File: src/rtl/css_pkg.sv
// Shared types and constants of the chip-select strobe sequencer.
// Assumes: quarter counts are measured in ticks of the 4x clock.
package css_pkg;
    typedef enum logic [1:0] {
        ST_IDLE = 2'd0,
        ST_GAP  = 2'd1,
        ST_ACT  = 2'd2
    } seq_state_e;

    localparam logic [1:0] CSD_WITH_ADDR = 2'b00;
    localparam logic [1:0] CSD_RESERVED  = 2'b01;
    localparam logic [1:0] CSD_QUARTER   = 2'b10;
    localparam logic [1:0] CSD_HALF      = 2'b11;

    localparam int RELAX_SHIFT_Q = 4;  // relaxed mode pushes edges by one bus clock
    localparam int STROBE_BASE_Q = 3;  // OE / WE rise three quarters after start
endpackage

File: src/rtl/css_cfg_decode.sv
// Turns the raw option fields of a request into beat lengths, edge positions
// and burst-indicator beat range. Purely combinational; the top latches it.
// Assumes BEATS >= 4 so that the trimmed range is non-empty.
module css_cfg_decode
    import css_pkg::*;
#(
    parameter int WS_W   = 4,
    parameter int BEATS  = 4,
    parameter int LEN_W  = WS_W + 3,
    parameter int BEAT_W = $clog2(BEATS),
    parameter int QE_W   = 4
) (
    input  logic [WS_W-1:0]   wait_cnt,
    input  logic [WS_W-1:0]   bwait_cnt,
    input  logic [1:0]        csd_code,
    input  logic              relax,
    input  logic              ext,
    input  logic              bi_late,
    input  logic              bi_trim,
    input  logic              burst,
    output logic [LEN_W-1:0]  len_first,
    output logic [LEN_W-1:0]  len_burst,
    output logic [LEN_W-1:0]  min_first,
    output logic [QE_W-1:0]   csd_q,
    output logic [QE_W-1:0]   strobe_q,
    output logic [BEAT_W-1:0] last_beat,
    output logic [BEAT_W-1:0] bi_lo,
    output logic [BEAT_W-1:0] bi_hi,
    output logic              cfg_bad
);
    logic [LEN_W-1:0] w_first;
    logic [LEN_W-1:0] w_burst;
    logic             both_bi;
    logic             bi_opts_ok;

    // Wait states, doubled in relaxed mode, and the resulting beat lengths.
    always_comb begin
        w_first   = relax ? (LEN_W'(wait_cnt) << 1)  : LEN_W'(wait_cnt);
        w_burst   = relax ? (LEN_W'(bwait_cnt) << 1) : LEN_W'(bwait_cnt);
        min_first = LEN_W'(2) + LEN_W'(relax);
        len_first = min_first + w_first;
        len_burst = LEN_W'(1) + w_burst;
    end

    // Chip-select delay and strobe position in quarters; reserved code acts as 00.
    always_comb begin
        case (csd_code)
            CSD_QUARTER: csd_q = QE_W'(1);
            CSD_HALF:    csd_q = QE_W'(2);
            default:     csd_q = '0;
        endcase
        if (relax && (csd_q != '0)) csd_q = csd_q + QE_W'(RELAX_SHIFT_Q);
        strobe_q = QE_W'(STROBE_BASE_Q) + (relax ? QE_W'(RELAX_SHIFT_Q) : '0);
    end

    // Burst-indicator beat range and configuration error detection.
    always_comb begin
        both_bi    = bi_late && bi_trim;
        bi_opts_ok = !both_bi && !ext;
        last_beat  = burst ? BEAT_W'(BEATS - 1) : '0;
        bi_lo      = (bi_opts_ok && bi_late) ? BEAT_W'(1) : '0;
        bi_hi      = (bi_opts_ok && bi_trim) ? BEAT_W'(BEATS - 3) : BEAT_W'(BEATS - 2);
        cfg_bad    = (csd_code == CSD_RESERVED) || both_bi;
    end
endmodule

File: src/rtl/css_beat_timer.sv
// Counts quarters, bus clocks and beats of an active cycle and flags the
// quarter on which the cycle ends. Counters clear on start and move only on ticks.
// Assumes len_first >= min_first >= 1 and len_burst >= 1.
module css_beat_timer #(
    parameter int LEN_W  = 7,
    parameter int BEAT_W = 2,
    parameter int QE_W   = 4
) (
    input  logic              clk,
    input  logic              rst_n,
    input  logic              tick,
    input  logic              start,
    input  logic              run,
    input  logic              ext,
    input  logic              ta,
    input  logic [LEN_W-1:0]  len_first,
    input  logic [LEN_W-1:0]  len_burst,
    input  logic [LEN_W-1:0]  min_first,
    input  logic [BEAT_W-1:0] last_beat,
    output logic [QE_W-1:0]   qcount,
    output logic [BEAT_W-1:0] beat,
    output logic              cycle_end
);
    logic [1:0]       phase;
    logic [LEN_W-1:0] clk_cnt;
    logic [LEN_W-1:0] beat_len;
    logic [LEN_W-1:0] beat_min;
    logic             clock_end;
    logic             beat_done;

    // End-of-beat decision: internal count or acknowledge after the minimum.
    always_comb begin
        beat_len  = (beat == '0) ? len_first : len_burst;
        beat_min  = (beat == '0) ? min_first : LEN_W'(1);
        clock_end = run && tick && (phase == 2'd3);
        beat_done = ext ? (ta && (clk_cnt >= beat_min - LEN_W'(1)))
                        : (clk_cnt == beat_len - LEN_W'(1));
        cycle_end = clock_end && beat_done && (beat == last_beat);
    end

    // Phase, clock-in-beat, beat and saturating quarter counters.
    always_ff @(posedge clk) begin
        if (!rst_n || start) begin
            phase   <= '0;
            clk_cnt <= '0;
            beat    <= '0;
            qcount  <= '0;
        end else if (run && tick) begin
            phase <= phase + 2'd1;
            if (qcount != '1) qcount <= qcount + QE_W'(1);
            if (phase == 2'd3) begin
                if (beat_done) begin
                    clk_cnt <= '0;
                    if (beat != last_beat) beat <= beat + BEAT_W'(1);
                end else if (clk_cnt != '1) begin
                    clk_cnt <= clk_cnt + LEN_W'(1);
                end
            end
        end
    end

    AST_BEAT_BOUND: assert property (@(posedge clk) disable iff (!rst_n)
        run |-> (beat <= last_beat));
    AST_INT_LEN: assert property (@(posedge clk) disable iff (!rst_n)
        (run && !ext) |-> (clk_cnt < beat_len));
endmodule

File: src/rtl/css_strobe_gen.sv
// Decodes the strobes from the quarter count and the beat number of the
// active cycle. Combinational; all outputs are low outside an active cycle.
module css_strobe_gen #(
    parameter int BEAT_W = 2,
    parameter int QE_W   = 4
) (
    input  logic              act,
    input  logic              write,
    input  logic              burst,
    input  logic [QE_W-1:0]   qcount,
    input  logic [BEAT_W-1:0] beat,
    input  logic [QE_W-1:0]   csd_q,
    input  logic [QE_W-1:0]   strobe_q,
    input  logic [BEAT_W-1:0] bi_lo,
    input  logic [BEAT_W-1:0] bi_hi,
    output logic              cs,
    output logic              oe,
    output logic              we,
    output logic              bi
);
    logic strobe_on;

    // Edge positions compared against the elapsed quarters.
    always_comb begin
        strobe_on = act && (qcount >= strobe_q);
        cs        = act && (qcount >= csd_q);
        oe        = strobe_on && !write;
        we        = strobe_on && write;
        bi        = act && burst && (beat >= bi_lo) && (beat <= bi_hi);
    end
endmodule

File: src/rtl/cs_strobe_seq.sv
// Chip-select strobe sequencer top. Accepts one request at a time while idle,
// optionally inserts an idle bus clock after reads, then runs the cycle.
// Assumes clk is the 4x clock and qtick marks the quarters to count.
module cs_strobe_seq
    import css_pkg::*;
#(
    parameter int REGIONS = 8,
    parameter int WS_W    = 4,
    parameter int BEATS   = 4
) (
    input  logic                       clk,
    input  logic                       rst_n,
    input  logic                       qtick,
    input  logic                       req_valid,
    input  logic                       req_write,
    input  logic [$clog2(REGIONS)-1:0] req_region,
    input  logic                       req_burst,
    input  logic [WS_W-1:0]            opt_wait,
    input  logic [WS_W-1:0]            opt_bwait,
    input  logic [1:0]                 opt_csd,
    input  logic                       opt_relax,
    input  logic                       opt_ext,
    input  logic                       opt_hold,
    input  logic                       opt_bi_late,
    input  logic                       opt_bi_trim,
    input  logic                       ta_in,
    output logic                       cs_o,
    output logic                       oe_o,
    output logic                       we_o,
    output logic                       burst_o,
    output logic                       done_o,
    output logic                       cfg_err_o
);
    localparam int RGN_W  = $clog2(REGIONS);
    localparam int LEN_W  = WS_W + 3;
    localparam int BEAT_W = $clog2(BEATS);
    localparam int QE_W   = 4;

    seq_state_e        st;
    logic [1:0]        gap_cnt;
    logic              accept, need_gap, start, cycle_end;
    logic [LEN_W-1:0]  d_len_first, d_len_burst, d_min_first;
    logic [QE_W-1:0]   d_csd_q, d_strobe_q;
    logic [BEAT_W-1:0] d_last_beat, d_bi_lo, d_bi_hi;
    logic              d_bad;
    logic [LEN_W-1:0]  l_len_first, l_len_burst, l_min_first;
    logic [QE_W-1:0]   l_csd_q, l_strobe_q;
    logic [BEAT_W-1:0] l_last_beat, l_bi_lo, l_bi_hi;
    logic              l_write, l_burst, l_ext;
    logic              prev_v, prev_rd, prev_hold;
    logic [RGN_W-1:0]  prev_rgn;
    logic [QE_W-1:0]   qcount;
    logic [BEAT_W-1:0] beat;

    css_cfg_decode #(.WS_W(WS_W), .BEATS(BEATS), .LEN_W(LEN_W),
                     .BEAT_W(BEAT_W), .QE_W(QE_W)) u_decode (
        .wait_cnt(opt_wait), .bwait_cnt(opt_bwait), .csd_code(opt_csd),
        .relax(opt_relax), .ext(opt_ext), .bi_late(opt_bi_late),
        .bi_trim(opt_bi_trim), .burst(req_burst),
        .len_first(d_len_first), .len_burst(d_len_burst), .min_first(d_min_first),
        .csd_q(d_csd_q), .strobe_q(d_strobe_q), .last_beat(d_last_beat),
        .bi_lo(d_bi_lo), .bi_hi(d_bi_hi), .cfg_bad(d_bad)
    );

    // Request acceptance, idle-gap decision and cycle start.
    always_comb begin
        accept   = (st == ST_IDLE) && qtick && req_valid;
        need_gap = prev_v && prev_rd && prev_hold &&
                   (req_write || (req_region != prev_rgn));
        start    = (accept && !need_gap) ||
                   ((st == ST_GAP) && qtick && (gap_cnt == 2'd3));
    end

    // Sequencer state: idle, idle-gap of four ticks, active cycle.
    always_ff @(posedge clk) begin
        if (!rst_n) begin
            st      <= ST_IDLE;
            gap_cnt <= '0;
        end else begin
            case (st)
                ST_IDLE: if (accept) begin
                    st      <= need_gap ? ST_GAP : ST_ACT;
                    gap_cnt <= '0;
                end
                ST_GAP: if (qtick) begin
                    gap_cnt <= gap_cnt + 2'd1;
                    if (gap_cnt == 2'd3) st <= ST_ACT;
                end
                ST_ACT: if (cycle_end) st <= ST_IDLE;
                default: st <= ST_IDLE;
            endcase
        end
    end

    // Latch decoded timing of the accepted request.
    always_ff @(posedge clk) begin
        if (!rst_n) begin
            {l_write, l_burst, l_ext} <= '0;
            l_len_first <= '0; l_len_burst <= '0; l_min_first <= '0;
            l_csd_q <= '0; l_strobe_q <= '0;
            l_last_beat <= '0; l_bi_lo <= '0; l_bi_hi <= '0;
        end else if (accept) begin
            l_write     <= req_write;
            l_burst     <= req_burst;
            l_ext       <= opt_ext;
            l_len_first <= d_len_first;
            l_len_burst <= d_len_burst;
            l_min_first <= d_min_first;
            l_csd_q     <= d_csd_q;
            l_strobe_q  <= d_strobe_q;
            l_last_beat <= d_last_beat;
            l_bi_lo     <= d_bi_lo;
            l_bi_hi     <= d_bi_hi;
        end
    end

    // Remember direction, region and hold option of the last access.
    always_ff @(posedge clk) begin
        if (!rst_n) begin
            prev_v <= 1'b0; prev_rd <= 1'b0; prev_hold <= 1'b0; prev_rgn <= '0;
        end else if (accept) begin
            prev_v    <= 1'b1;
            prev_rd   <= !req_write;
            prev_hold <= opt_hold;
            prev_rgn  <= req_region;
        end
    end

    // Sticky configuration error and one-clock done pulse.
    always_ff @(posedge clk) begin
        if (!rst_n) begin
            cfg_err_o <= 1'b0;
            done_o    <= 1'b0;
        end else begin
            if (accept && d_bad) cfg_err_o <= 1'b1;
            done_o <= cycle_end;
        end
    end

    css_beat_timer #(.LEN_W(LEN_W), .BEAT_W(BEAT_W), .QE_W(QE_W)) u_timer (
        .clk(clk), .rst_n(rst_n), .tick(qtick), .start(start),
        .run(st == ST_ACT), .ext(l_ext), .ta(ta_in),
        .len_first(l_len_first), .len_burst(l_len_burst), .min_first(l_min_first),
        .last_beat(l_last_beat), .qcount(qcount), .beat(beat), .cycle_end(cycle_end)
    );

    css_strobe_gen #(.BEAT_W(BEAT_W), .QE_W(QE_W)) u_strobe (
        .act(st == ST_ACT), .write(l_write), .burst(l_burst), .qcount(qcount),
        .beat(beat), .csd_q(l_csd_q), .strobe_q(l_strobe_q),
        .bi_lo(l_bi_lo), .bi_hi(l_bi_hi),
        .cs(cs_o), .oe(oe_o), .we(we_o), .bi(burst_o)
    );

    AST_STROBE_EXCL: assert property (@(posedge clk) disable iff (!rst_n)
        !(oe_o && we_o));
    AST_STROBE_IN_CS: assert property (@(posedge clk) disable iff (!rst_n)
        (oe_o || we_o) |-> cs_o);
    AST_DONE_IDLE: assert property (@(posedge clk) disable iff (!rst_n)
        done_o |-> !(cs_o || oe_o || we_o || burst_o));
    AST_DONE_PULSE: assert property (@(posedge clk) disable iff (!rst_n)
        done_o |=> !done_o);
    AST_ERR_STICKY: assert property (@(posedge clk) disable iff (!rst_n)
        cfg_err_o |=> cfg_err_o);
    AST_GAP_QUIET: assert property (@(posedge clk) disable iff (!rst_n)
        (st == ST_GAP) |-> !(cs_o || oe_o || we_o || burst_o));
    AST_STALL_HOLD: assert property (@(posedge clk) disable iff (!rst_n)
        (!qtick && st == ST_ACT) |=> $stable({cs_o, oe_o, we_o, burst_o}));
    AST_BUSY_IGNORE: assert property (@(posedge clk) disable iff (!rst_n)
        (st == ST_ACT && !cycle_end) |=> (st == ST_ACT || st == ST_IDLE));
endmodule

File: config.mk
export PLATFORM = sky130hd
export DESIGN_NAME = cs_strobe_seq
export DESIGN_NICKNAME = d
export VERILOG_FILES = /design/src/rtl/css_pkg.sv /design/src/rtl/css_cfg_decode.sv /design/src/rtl/css_beat_timer.sv /design/src/rtl/css_strobe_gen.sv /design/src/rtl/cs_strobe_seq.sv
export SDC_FILE = /design/constraint.sdc
export NUM_CORES = 1
export LEC_CHECK = 0
export BUFFER_PORTS_ARGS = -buffer_cell sky130_fd_sc_hd__clkbuf_2
export CORE_ASPECT_RATIO = 1.75
export CORE_MARGIN = 2
export CORE_UTILIZATION = 40
export CTS_CLUSTER_SIZE = 12
export DETAILED_ROUTE_END_ITERATION = 16
export SLEW_MARGIN = 25
export SYNTH_ARGS = -nofsm -noshare
export SYNTH_HDL_FRONTEND = slang
export SYNTH_SLANG_ARGS = --single-unit
File: constraint.sdc
create_clock -name clk -period 2.8 [get_ports clk]
set_clock_uncertainty 0.05 [all_clocks]
set_input_delay 0.42 -clock clk [delete_from_list [all_inputs] [get_ports clk]]
set_output_delay 0.42 -clock clk [all_outputs]
set_load 0.01 [all_outputs]
==> flow_summary.yaml, run 1 <==
global_routing:
  grt_usage: 0.182
  grt_max_degree: 26
  antenna_found_initial: 0
  first_global_vias: 2404
  grt_pass1_wl_um: 11100
  grt_overflow: 0
placed_design:
  hpwl_um: 4950
  port_buffers: 30
  gp_congestion: 0.855
  placed_area_um2: 3170
hold_path:
  hold_start: "req_burst"
  hp-class: "in -> reg"
sta:
  fin_crit_ns: 2.65
  setup_viol: 0
  fmax_ghz: 0.377
  tightest_slew_ns: 0.484
  fin_tns_setup_ns: 0
  fin_crit_sh: 0.948
  hold_viol: 0
  finalMaxSlewViolations: 0
  rsz0062_at_grt: "false"
  slew_headroom: 0.677
yosys:
  synth_edf_count: 0
  synthesis.area_um2: 2880
  yosysTopAreaCell: "dfxtp_1"
  avgSynthCellArea_um2: 8.02
  synth-seq-cells: 49
  synth_most_common_cell: "dfxtp_1"
  synth_common_cells: "dfxtp_1 (49), nand2_1 (47), a21oi_1 (33), nor2_1 (32), ha_1 (22)"
  yosys_warnings: 0
  ys_async_sr_fraction: 0
  syn_inst: 359
  syn-num-nets: 406
  synth-seq-area-share: 0.341
  ys_types: 48
  synth_top_area_share: 0.341
  ys.flop_type: "dfxtp_1"
  synthTopCellsByArea: "dfxtp_1 (34%), ha_1 (9.6%), nand2_1 (6.1%)"
clock_network:
  cts_buffer_depth: 2
  cts_tree: "yes"
  clock-root-buffer: "clkbuf_16"
  ctsHoldBuffers: 0
  clkSinkCount: 49
  htree_levels: 2
  cts.clk_slew.worst_paths_ns: 0.07
  insertion_delay_ns: 0.29
  numCtsBuffers: 5
drt:
  drt_first_pass_iters: 4
  drt-vias-per-instance: 5.35
  drtIter0Drc: 78
  wl_um: 6530
  drc: 0
  route.vias.total: 2563
  wl_per_cell_um: 13.6
  ant_nets: 0
setup_path:
  crit_path_max_incr_delay_ns: 0.38
  worstSetupPathType: "reg -> reg"
  crit_chain: "inv_1 > ha_4 > or3b_1 > a21o_1 > a2111oi_2 > o21a_1 > nor2_1 > or3_4 > or3_1 > o21ai_0"
  worstSetupStartpointType: "flip-flop"
  end_kind: "flip-flop"
  crit_family: "simple AND/OR/NAND/NOR gates"
  rr_startpoint: "u_timer.beat[0]$_SDFFE_PP0P_"
  cp_max_fo: 6
  path_buf_inv: 1
  critPathArrivalTime_ns: 2.82
  critPathRequiredTime_ns: 2.97
  critPathSlowestCell: "or3_4"
  cp-startpoint: "u_timer.beat[0]$_SDFFE_PP0P_"
floorplanning:
  initial_utilization: 0.417
  core_area_um2: 6910
  rows: 40
  pin_count: 31
  die_x_um: 68.1
  die_h_um: 116
  dieArea_um2: 7920
power:
  finalPower_uw: 1600
  pwr_density_cell_nw_per_um2: 478
  vdd_drop_max_uv: 329
  p_leak_uw: 0.00141
final_layout:
  fin_area_um2: 3350
  area_growth_pct: 16.4
  drive_above_1_share: 0.159
  fillers: 667
  fin_nets: 441
  diodes: 0
job:
  cap_violations: 0
outcome:
  outcome: "finished clean"
==> logic make-up (layout without fill, tap and decap cells) <==
logic type,after synthesis,count (layout),share of synthesized area
AOI/OAI and AO/OA,77,77,0.170
xor gates and xnor gates,23,23,0.0700
adders and majority gates,22,22,0.0957
buffers and inverters,32,68,0.0439
DFF,49,49,0.341
muxes,11,11,0.0387
and+or+nand+nor,145,145,0.241
==> flip-flops by register name, indices dropped and copies added, names as in the netlist, 2 cells and up <==
name	count
u_timer.clk_cnt	7
l_len_burst	6
l_len_first	6
u_timer.qcount	4
l_csd_q	3
prev_rgn	3
gap_cnt	2
l_bi_hi	2
st	2
u_timer.beat	2
u_timer.phase	2
==> worst paths after layout <==
| path | to | slack [ns] | cells after the start |
|---|---|---|---|
| min | l_last_beat[0]$_SDFFE_PN0P_ | 0.29 | 3 |
| max reg2reg | u_timer.clk_cnt[5]$_SDFFE_PP0P_ | 0.15 | 10 |
| min reg2reg | l_csd_q[2]$_SDFFE_PN0P_ | 0.41 | 2 |
| max | u_timer.clk_cnt[5]$_SDFFE_PP0P_ | 0.15 | 10 |
==> where the power goes <==
group / switching [uW] / leakage, uW / internal (uW)
Clock: 279 / 0.0000775 / 361
Sequential: 20.6 / 0.000398 / 720
Combinational: 126 / 0.000938 / 95.8
Total: 425 / 0.00141 / 1180
==> layout by cell type, fill, tap and decap left out, types with 6 or more instances in the layout <==
cell / instances
clkbuf_2: 30
and3_1: 6
buf_4: 13
nand4_1: 7
nand2b_1: 8
xor2_1: 11
nor3_1: 10
ha_1: 21
dfxtp_1: 49
inv_1: 17
nor2_1: 32
nand3_1: 13
a21oi_1: 33
xnor2_1: 12
o21ai_0: 11
mux2i_1: 10
nand2_1: 47
==> routing by layer <==
metal | GRT usage | vias to the layer above | part of all wire | wire length [um]
li1 | - | 1336 | - | -
met1 | 0.222 | 1175 | 0.45 | 2930
met2 | 0.315 | 43 | 0.51 | 3320
met3 | 0.0241 | 9 | 0.023 | 153
met4 | 0.0720 | 0 | 0.019 | 124
met5 | 0 | - | 0 | 0
==> final cells by class <==
class,count,area [um2],area share
multi-input cells,278,1800,0.536
flip-flops and latches,49,981,0.293
repair buffers,43,248,0.0739
clock buffers,6,139,0.0414
well taps,84,105,0.0314
inverters,17,63.8,0.0190
clock inverters,2,17.5,0.00523
==> per-stage QoR <==
step	hold WS, ns	setup slack (ns)	util	instances
finish	0.290	0.147	0.485	479
global route	0.307	0.00172	0.485	479
CTS	0.285	0.0136	0.481	478
detailed placement	0.399	0.0344	0.459	470
global placement	0.397	0.0873	0.459	470
floorplan	0.376	0.0173	-	359
==> timing repair <==
item,4_1_cts,5_1_grt
gates resized for setup,0,5
endpoints found under the setup margin,0,9
buffers inserted,0,1
==> tightest hold or removal path, cell delays in order <==
cell and delay, ns:
clkbuf_2 0.08, nand2_1 0.05, a21oi_1 0.05
(Power assumes the default switching activity.)
==> inputs of run 2 (changes only) <==
SYNTH_HIERARCHICAL = 1   (was not set)
==> flow_summary.yaml, run 2 <==
hold_path:
  min_path_cells: 3
  min_to: "prev_hold$_SDFFE_PN0N_"
  hp-class: "in -> reg"
  hold_start: "opt_hold"
yosys:
  synth_common_cells: "nand2_1 (117), dfxtp_1 (65), a21boi_1 (30), ha_1 (29), buf_4 (21)"
  syn_inst: 502
  synth-seq-area-share: 0.312
  synth_edf_count: 0
  synth_top_area_share: 0.312
  synthesis.area_um2: 4170
  ys.flop_type: "dfxtp_1"
  ys_async_sr_fraction: 0
  synthTopCellsByArea: "dfxtp_1 (31%), nand2_1 (11%), ha_1 (8.7%)"
  ys_types: 59
  yosysTopAreaCell: "dfxtp_1"
  avgSynthCellArea_um2: 8.31
  synth-seq-cells: 65
  synth_most_common_cell: "nand2_1"
  yosys_warnings: 6
setup_path:
  critPathArrivalTime_ns: 3.03
  cp_max_fo: 5
  worstSetupStartpointType: "flip-flop"
  rr_worst_depth: 16
  end_kind: "flip-flop"
  rr_startpoint: "u_timer/beat[0]$_SDFFE_PP0P_"
  r2r_end: "u_timer/clk_cnt[4]$_SDFFE_PP0P_"
  critPathRequiredTime_ns: 3.00
  worstSetupPathType: "reg -> reg"
  r2r_slack_ns: -0.02
clock_network:
  insertion_delay_ns: 0.33
  cts.clk_slew.worst_paths_ns: 0.05
  clock-root-buffer: "clkbuf_16"
  numCtsBuffers: 9
  htree_levels: 3
  cts_buffer_depth: 2
  cts_tree: "yes"
  clkSinkCount: 65
  ctsHoldBuffers: 0
sta:
  fmax_ghz: 0.354
  fin_crit_sh: 1.01
  slew_headroom: 0.650
  finalWorstSetupSlack_ns: -0.0233
  setup_viol: 4
  finalMaxSlewViolations: 0
  tightest_slew_ns: 0.524
  rsz0062_at_grt: "true"
  hold_viol: 0
  fin_crit_ns: 2.82
  hold_slack_ns: 0.261
  fin_tns_setup_ns: -0.0574
global_routing:
  grt_max_degree: 48
  gr-max-usage-layer: "met2"
  grt_pass1_wl_um: 15400
  grt_overflow: 0
  grt_usage: 0.174
  grtUsageMet2: 0.330
  groute.layer.met1.usage: 0.183
  grtUsageMet3: 0.0286
  antenna_found_initial: 0
  first_global_vias: 3420
floorplanning:
  rows: 49
  die_h_um: 139
  initial_utilization: 0.408
  die_x_um: 81.2
  pin_count: 31
  core_area_um2: 10200
  dieArea_um2: 11300
final_layout:
  area_growth_pct: 15.6
  layout_commonest_cell: "nand2_1"
  seq_area_um2: 1300
  fin_nets: 593
  diodes: 0
  instances_no_fill: 671
  final_cell_mix: "nand2_1 (116), dfxtp_1 (63), a21boi_1 (30), clkbuf_2 (30)"
  multiInputGateArea_um2: 2670
  drive_above_1_share: 0.197
  fillers: 1008
drt:
  drt_first_pass_iters: 4
  route.vias.total: 3411
  drtIter0Drc: 126
  ant_nets: 0
  wl_per_cell_um: 13.5
  wl_um: 9030
  drc: 0
  drt-vias-per-instance: 5.08
placed_design:
  hpwl_um: 6650
  gp_congestion: 0.780
  port_buffers: 30
  dpl.cell_count: 648
outcome:
  violations: "setup timing"
  outcome: "finished, violations left"
power:
  vdd_drop_max_uv: 375
  pwr_density_cell_nw_per_um2: 483
  p_leak_uw: 0.00201
job:
  cap_violations: 0
==> run 2: cell types whose count changed in the layout (fill, tap and decap cells not counted), moves of 6 or more <==
cell      delta
nand2_1     +69
a21boi_1    +30
a21oi_1     -18
a21boi_0    +17
nor2_1      -17
conb_1      +14
dfxtp_1     +14
buf_4       +12
nand3_1      -6
==> run 2: worst max-delay path by stage <==
stage | start | to | slack, ns
after floorplan | u_timer/beat[1]$_SDFFE_PP0P_ | st[1]$_SDFFE_PN0P_ | -0.02
after global placement | u_timer/beat[0]$_SDFFE_PP0P_ | u_timer/clk_cnt[4]$_SDFFE_PP0P_ | -0.1
after detailed placement | u_timer/beat[0]$_SDFFE_PP0P_ | u_timer/clk_cnt[4]$_SDFFE_PP0P_ | -0.23
after CTS | u_timer/beat[0]$_SDFFE_PP0P_ | st[1]$_SDFFE_PN0P_ | -0.05
after global routing | u_timer/beat[0]$_SDFFE_PP0P_ | st[1]$_SDFFE_PN0P_ | -0.22
final | u_timer/beat[0]$_SDFFE_PP0P_ | u_timer/clk_cnt[4]$_SDFFE_PP0P_ | -0.02
==> run 2: logic make-up (layout without fill, tap and decap cells) <==
logic type	Yosys count	count (layout)	synth area share
compound gates	107	107	0.184
other cells	2	14	0.00180
buf+inv	60	90	0.0929
xor+xnor	25	25	0.0525
fa+ha+maj	29	29	0.0869
simple gates	197	197	0.223
flops	65	65	0.312
mux	17	17	0.0471
==> run 2: per-stage QoR <==
| step | util | area [um2] | total power, uW | setup WS (ns) |
|---|---|---|---|---|
| 5_1_grt | 0.471 | 4820 | 2440 | -0.219 |
| 6_report | 0.471 | 4820 | 2330 | -0.0233 |
| 2_1_floorplan | - | 4270 | 1250 | -0.0185 |
| 4_1_cts | 0.464 | 4750 | 2350 | -0.0471 |
| 3_5_place_dp | 0.429 | 4390 | 1310 | -0.228 |
| 3_3_place_gp | 0.429 | 4390 | 1300 | -0.0988 |
==> run 2: power by group <==
part,switching (uW),leakage [uW],internal [uW]
clock network,386,0.000139,642
registers,29.2,0.000529,959
logic,167,0.00134,144
==> run 2: worst max-delay path: stages, from the launching register on <==
cell and delay, ns:
dfxtp_2 0.35, inv_4 0.06, ha_4 0.16, nor2b_4 0.12, ha_4 0.16, a21oi_2 0.11
a221oi_2 0.05, buf_4 0.15, xor2_1 0.15, ha_1 0.20, nor3_2 0.22, o211ai_1 0.12
o211ai_1 0.16, o21ai_2 0.12, buf_4 0.18, a21oi_4 0.18, a21boi_1 0.19
==> run 2: timing repair <==
item	in CTS	in global routing
gates resized for setup	11	9
pin swaps	10	8
cloned	0	0
setup endpoints to repair	10	10
buffers inserted	4	3
==> run 2: cell type report <==
| cell class | instances | share of cell area |
|---|---|---|
| Clock buffer | 13 | 0.0540 |
| Clock inverter | 3 | 0.00311 |
| Inverter | 19 | 0.0158 |
| Multi-Input combinational cell | 389 | 0.554 |
| Sequential cell | 65 | 0.270 |
| Tap cell | 127 | 0.0329 |
| Timing Repair Buffer | 55 | 0.0700 |
==> run 2: routing by layer <==
| layer | vias to the layer above | part of all wire | wire length (um) |
|---|---|---|---|
| met4 | 0 | 0.018 | 159 |
| met1 | 1586 | 0.40 | 3590 |
| li1 | 1768 | - | - |
| met5 | - | 0 | 0 |
| met3 | 10 | 0.022 | 198 |
| met2 | 47 | 0.56 | 5080 |
==> inputs of run 3 (changes only) <==
ABC_AREA = 1   (was not set)
==> flow_summary.yaml, run 3 <==
setup_path:
  crit_chain: "inv_4 > ha_4 > nand2_2 > ha_4 > a21oi_2 > nor2_2 > nand3_1 > xnor2_1 > ha_1 > nand2_2 > o21ba_2 > nand2_1 > nor2_1 > nor2_1 > inv_2 > nand2_2 > nand2_2 > nor2_2 > inv_1 > nand2_2 > nand3_2 > nand2_1 > nand2_1 > a21oi_1"
  r2r_end: "st[0]$_SDFFE_PN0P_"
  worstSetupStartpointType: "flip-flop"
  crit_path_max_incr_delay_ns: 0.35
  critPathSlowestCell: "dfxtp_2"
  r2r_slack_ns: -0.09
  cp-startpoint: "u_timer/beat[0]$_SDFFE_PP0P_"
  rr_startpoint: "u_timer/beat[0]$_SDFFE_PP0P_"
  path_common_cell: "nand2_2"
  critPathRequiredTime_ns: 3.01
  rr_worst_depth: 24
  crit_family: "simple AND/OR/NAND/NOR gates"
  critPathArrivalTime_ns: 3.10
  cp_max_fo: 4
  end_kind: "flip-flop"
  path_buf_inv: 3
  worstSetupPathType: "reg -> reg"
job:
  cap_violations: 0
power:
  swShare: 0.299
  p_switching_uw: 937
  clockPowerShare: 0.412
  p_leak_uw: 0.00265
  vdd_drop_max_uv: 403
  p_seq_frac: 0.347
  combPwrFrac: 0.240
  pwr_density_cell_nw_per_um2: 608
  p_int_uw: 2190
drt:
  wl_um: 9830
  ant_nets: 0
  drt-vias-per-instance: 4.74
  drc: 0
  route.vias.total: 3992
  drtIter0Drc: 149
  wl_per_cell_um: 11.7
  drt_first_pass_iters: 5
placed_design:
  hpwl_um: 7320
  placed_area_um2: 4740
  dpl.cell_count: 824
  port_buffers: 30
  gp_congestion: 0.800
floorplanning:
  pin_count: 31
  initial_utilization: 0.410
  core_area_um2: 10700
  dieArea_um2: 11800
  die_x_um: 83.1
  rows: 50
  die_h_um: 142
yosys:
  ys_async_sr_fraction: 0
  synth_common_cells: "nand2_1 (139), nor2_1 (120), inv_1 (86), dfxtp_1 (65), ha_1 (29)"
  ys_types: 36
  synth_top_area_share: 0.297
  synth_edf_count: 0
  avgSynthCellArea_um2: 6.62
  syn_inst: 662
  synthesis.area_um2: 4380
  synth-seq-area-share: 0.297
  yosys_warnings: 6
  ys.flop_type: "dfxtp_1"
  synthTopCellsByArea: "dfxtp_1 (30%), nand2_1 (12%), nor2_1 (10%)"
  synth-seq-cells: 65
  yosysTopAreaCell: "dfxtp_1"
  synth_most_common_cell: "nand2_1"
final_layout:
  diodes: 0
  instances_no_fill: 842
  final_core_util: 0.481
  area_growth_pct: 17.5
  drive_above_1_share: 0.206
  fillers: 1109
  fin_nets: 761
  layout_commonest_cell: "nand2_1"
  fin_area_um2: 5150
  final_cell_mix: "nand2_1 (134), nor2_1 (116), inv_1 (82), dfxtp_1 (63), clkbuf_2 (30)"
sta:
  finalWorstSetupSlack_ns: -0.0886
  rsz0062_at_grt: "true"
  slew_headroom: 0.512
  fin_crit_sh: 1.03
  hold_viol: 0
  fin_crit_ns: 2.89
  finalMaxSlewViolations: 0
  fmax_ghz: 0.346
  setup_viol: 2
  tightest_slew_ns: 0.731
global_routing:
  grt_max_degree: 48
  grt_overflow: 0
  antenna_found_initial: 0
  grt_usage: 0.172
  grt_pass1_wl_um: 16700
  first_global_vias: 3897
clock_network:
  clkSinkCount: 65
  cts.clk_slew.worst_paths_ns: 0.06
  cts_buffer_depth: 2
  ctsHoldBuffers: 0
  insertion_delay_ns: 0.33
  clock-root-buffer: "clkbuf_16"
  numCtsBuffers: 9
  cts_tree: "yes"
  htree_levels: 3
outcome:
  violations: "setup timing"
  outcome: "finished, violations left"
hold_path:
  hp-class: "in -> reg"
  min_path_cells: 3
  min_to: "prev_hold$_SDFFE_PN0N_"
  hold_start: "opt_hold"
## run 3: cell count changes after synthesis, sizes merged, moves of 5 or more
cell	previous run	this run
a21boi	47	0
inv	19	94
mux2i	15	0
nand2	117	165
nand2b	5	0
nand3	7	32
nand4	3	9
nor2	16	125
nor2b	10	0
nor3b	6	0
o21ai	14	49
xnor2	16	6
## run 3: cells by family (layout without fill, tap and decap cells)
logic type / Yosys count / in the layout / share of synthesized area
AOI/OAI and AO/OA: 78 / 78 / 0.0951
other: 2 / 14 / 0.00171
buffers and inverters: 130 / 168 / 0.140
adders and majority gates: 29 / 29 / 0.0828
DFF: 65 / 65 / 0.297
and+or+nand+nor: 341 / 341 / 0.350
xor gates and xnor gates: 17 / 17 / 0.0340
## run 3: how the worst max path moves through the flow
stage,endpoint,cells after the start,slack [ns]
after global placement,st[0]$_SDFFE_PN0P_,26,-0.13
after floorplan,st[0]$_SDFFE_PN0P_,26,-0.11
after detailed placement,st[0]$_SDFFE_PN0P_,25,-0.21
after CTS,st[0]$_SDFFE_PN0P_,26,-0.11
final,st[0]$_SDFFE_PN0P_,24,-0.09
after global routing,st[0]$_SDFFE_PN0P_,26,-0.29
## run 3: what timing repair did
action	CTS	global route
gates resized for setup	4	11
pin swaps	9	4
buffers inserted	1	1
setup endpoints to repair	8	11
## run 3: layout make-up
type | count | area, um2 | area share
clock inverters | 3 | 68.8 | 0.0134
repair buffers | 58 | 364 | 0.0707
inverters | 94 | 358 | 0.0695
flip-flops and latches | 65 | 1310 | 0.254
multi-input cells | 479 | 2610 | 0.507
clock buffers | 13 | 282 | 0.0547
well taps | 130 | 163 | 0.0316
## run 3: worst min-delay path: stages
cell and delay [ns]:
clkbuf_2 0.08, nor2_1 0.03, nor2_1 0.08
## run 3: power groups by stage
stage          Sequential [uW]  Combinational [uW]  Clock [uW]
3_3_place_gp              1100                 700           0
6_report                  1090                 753        1290
4_1_cts                   1090                 736        1310
2_1_floorplan             1090                 577           0
5_1_grt                   1100                 863        1340
3_5_place_dp              1100                 723           0
## run 3: per-layer routing
metal	global-route usage	share of wire	vias to the layer above	wire length, um
met5	0	0	-	0
met4	0.0682	0.019	0	188
met3	0.0273	0.018	13	175
met2	0.347	0.55	46	5410
met1	0.171	0.41	1814	4060
li1	-	-	2119	-
## run 3: per-stage QoR
step	hold WS (ns)	total power (uW)	setup slack [ns]	setup TNS (ns)
CTS	0.260	3140	-0.114	-0.114
floorplan	0.386	1660	-0.109	-0.137
finish	0.266	3130	-0.0886	-0.111
global placement	0.395	1800	-0.132	-0.164
detailed placement	0.413	1830	-0.211	-0.312
global route	0.296	3300	-0.295	-1.76
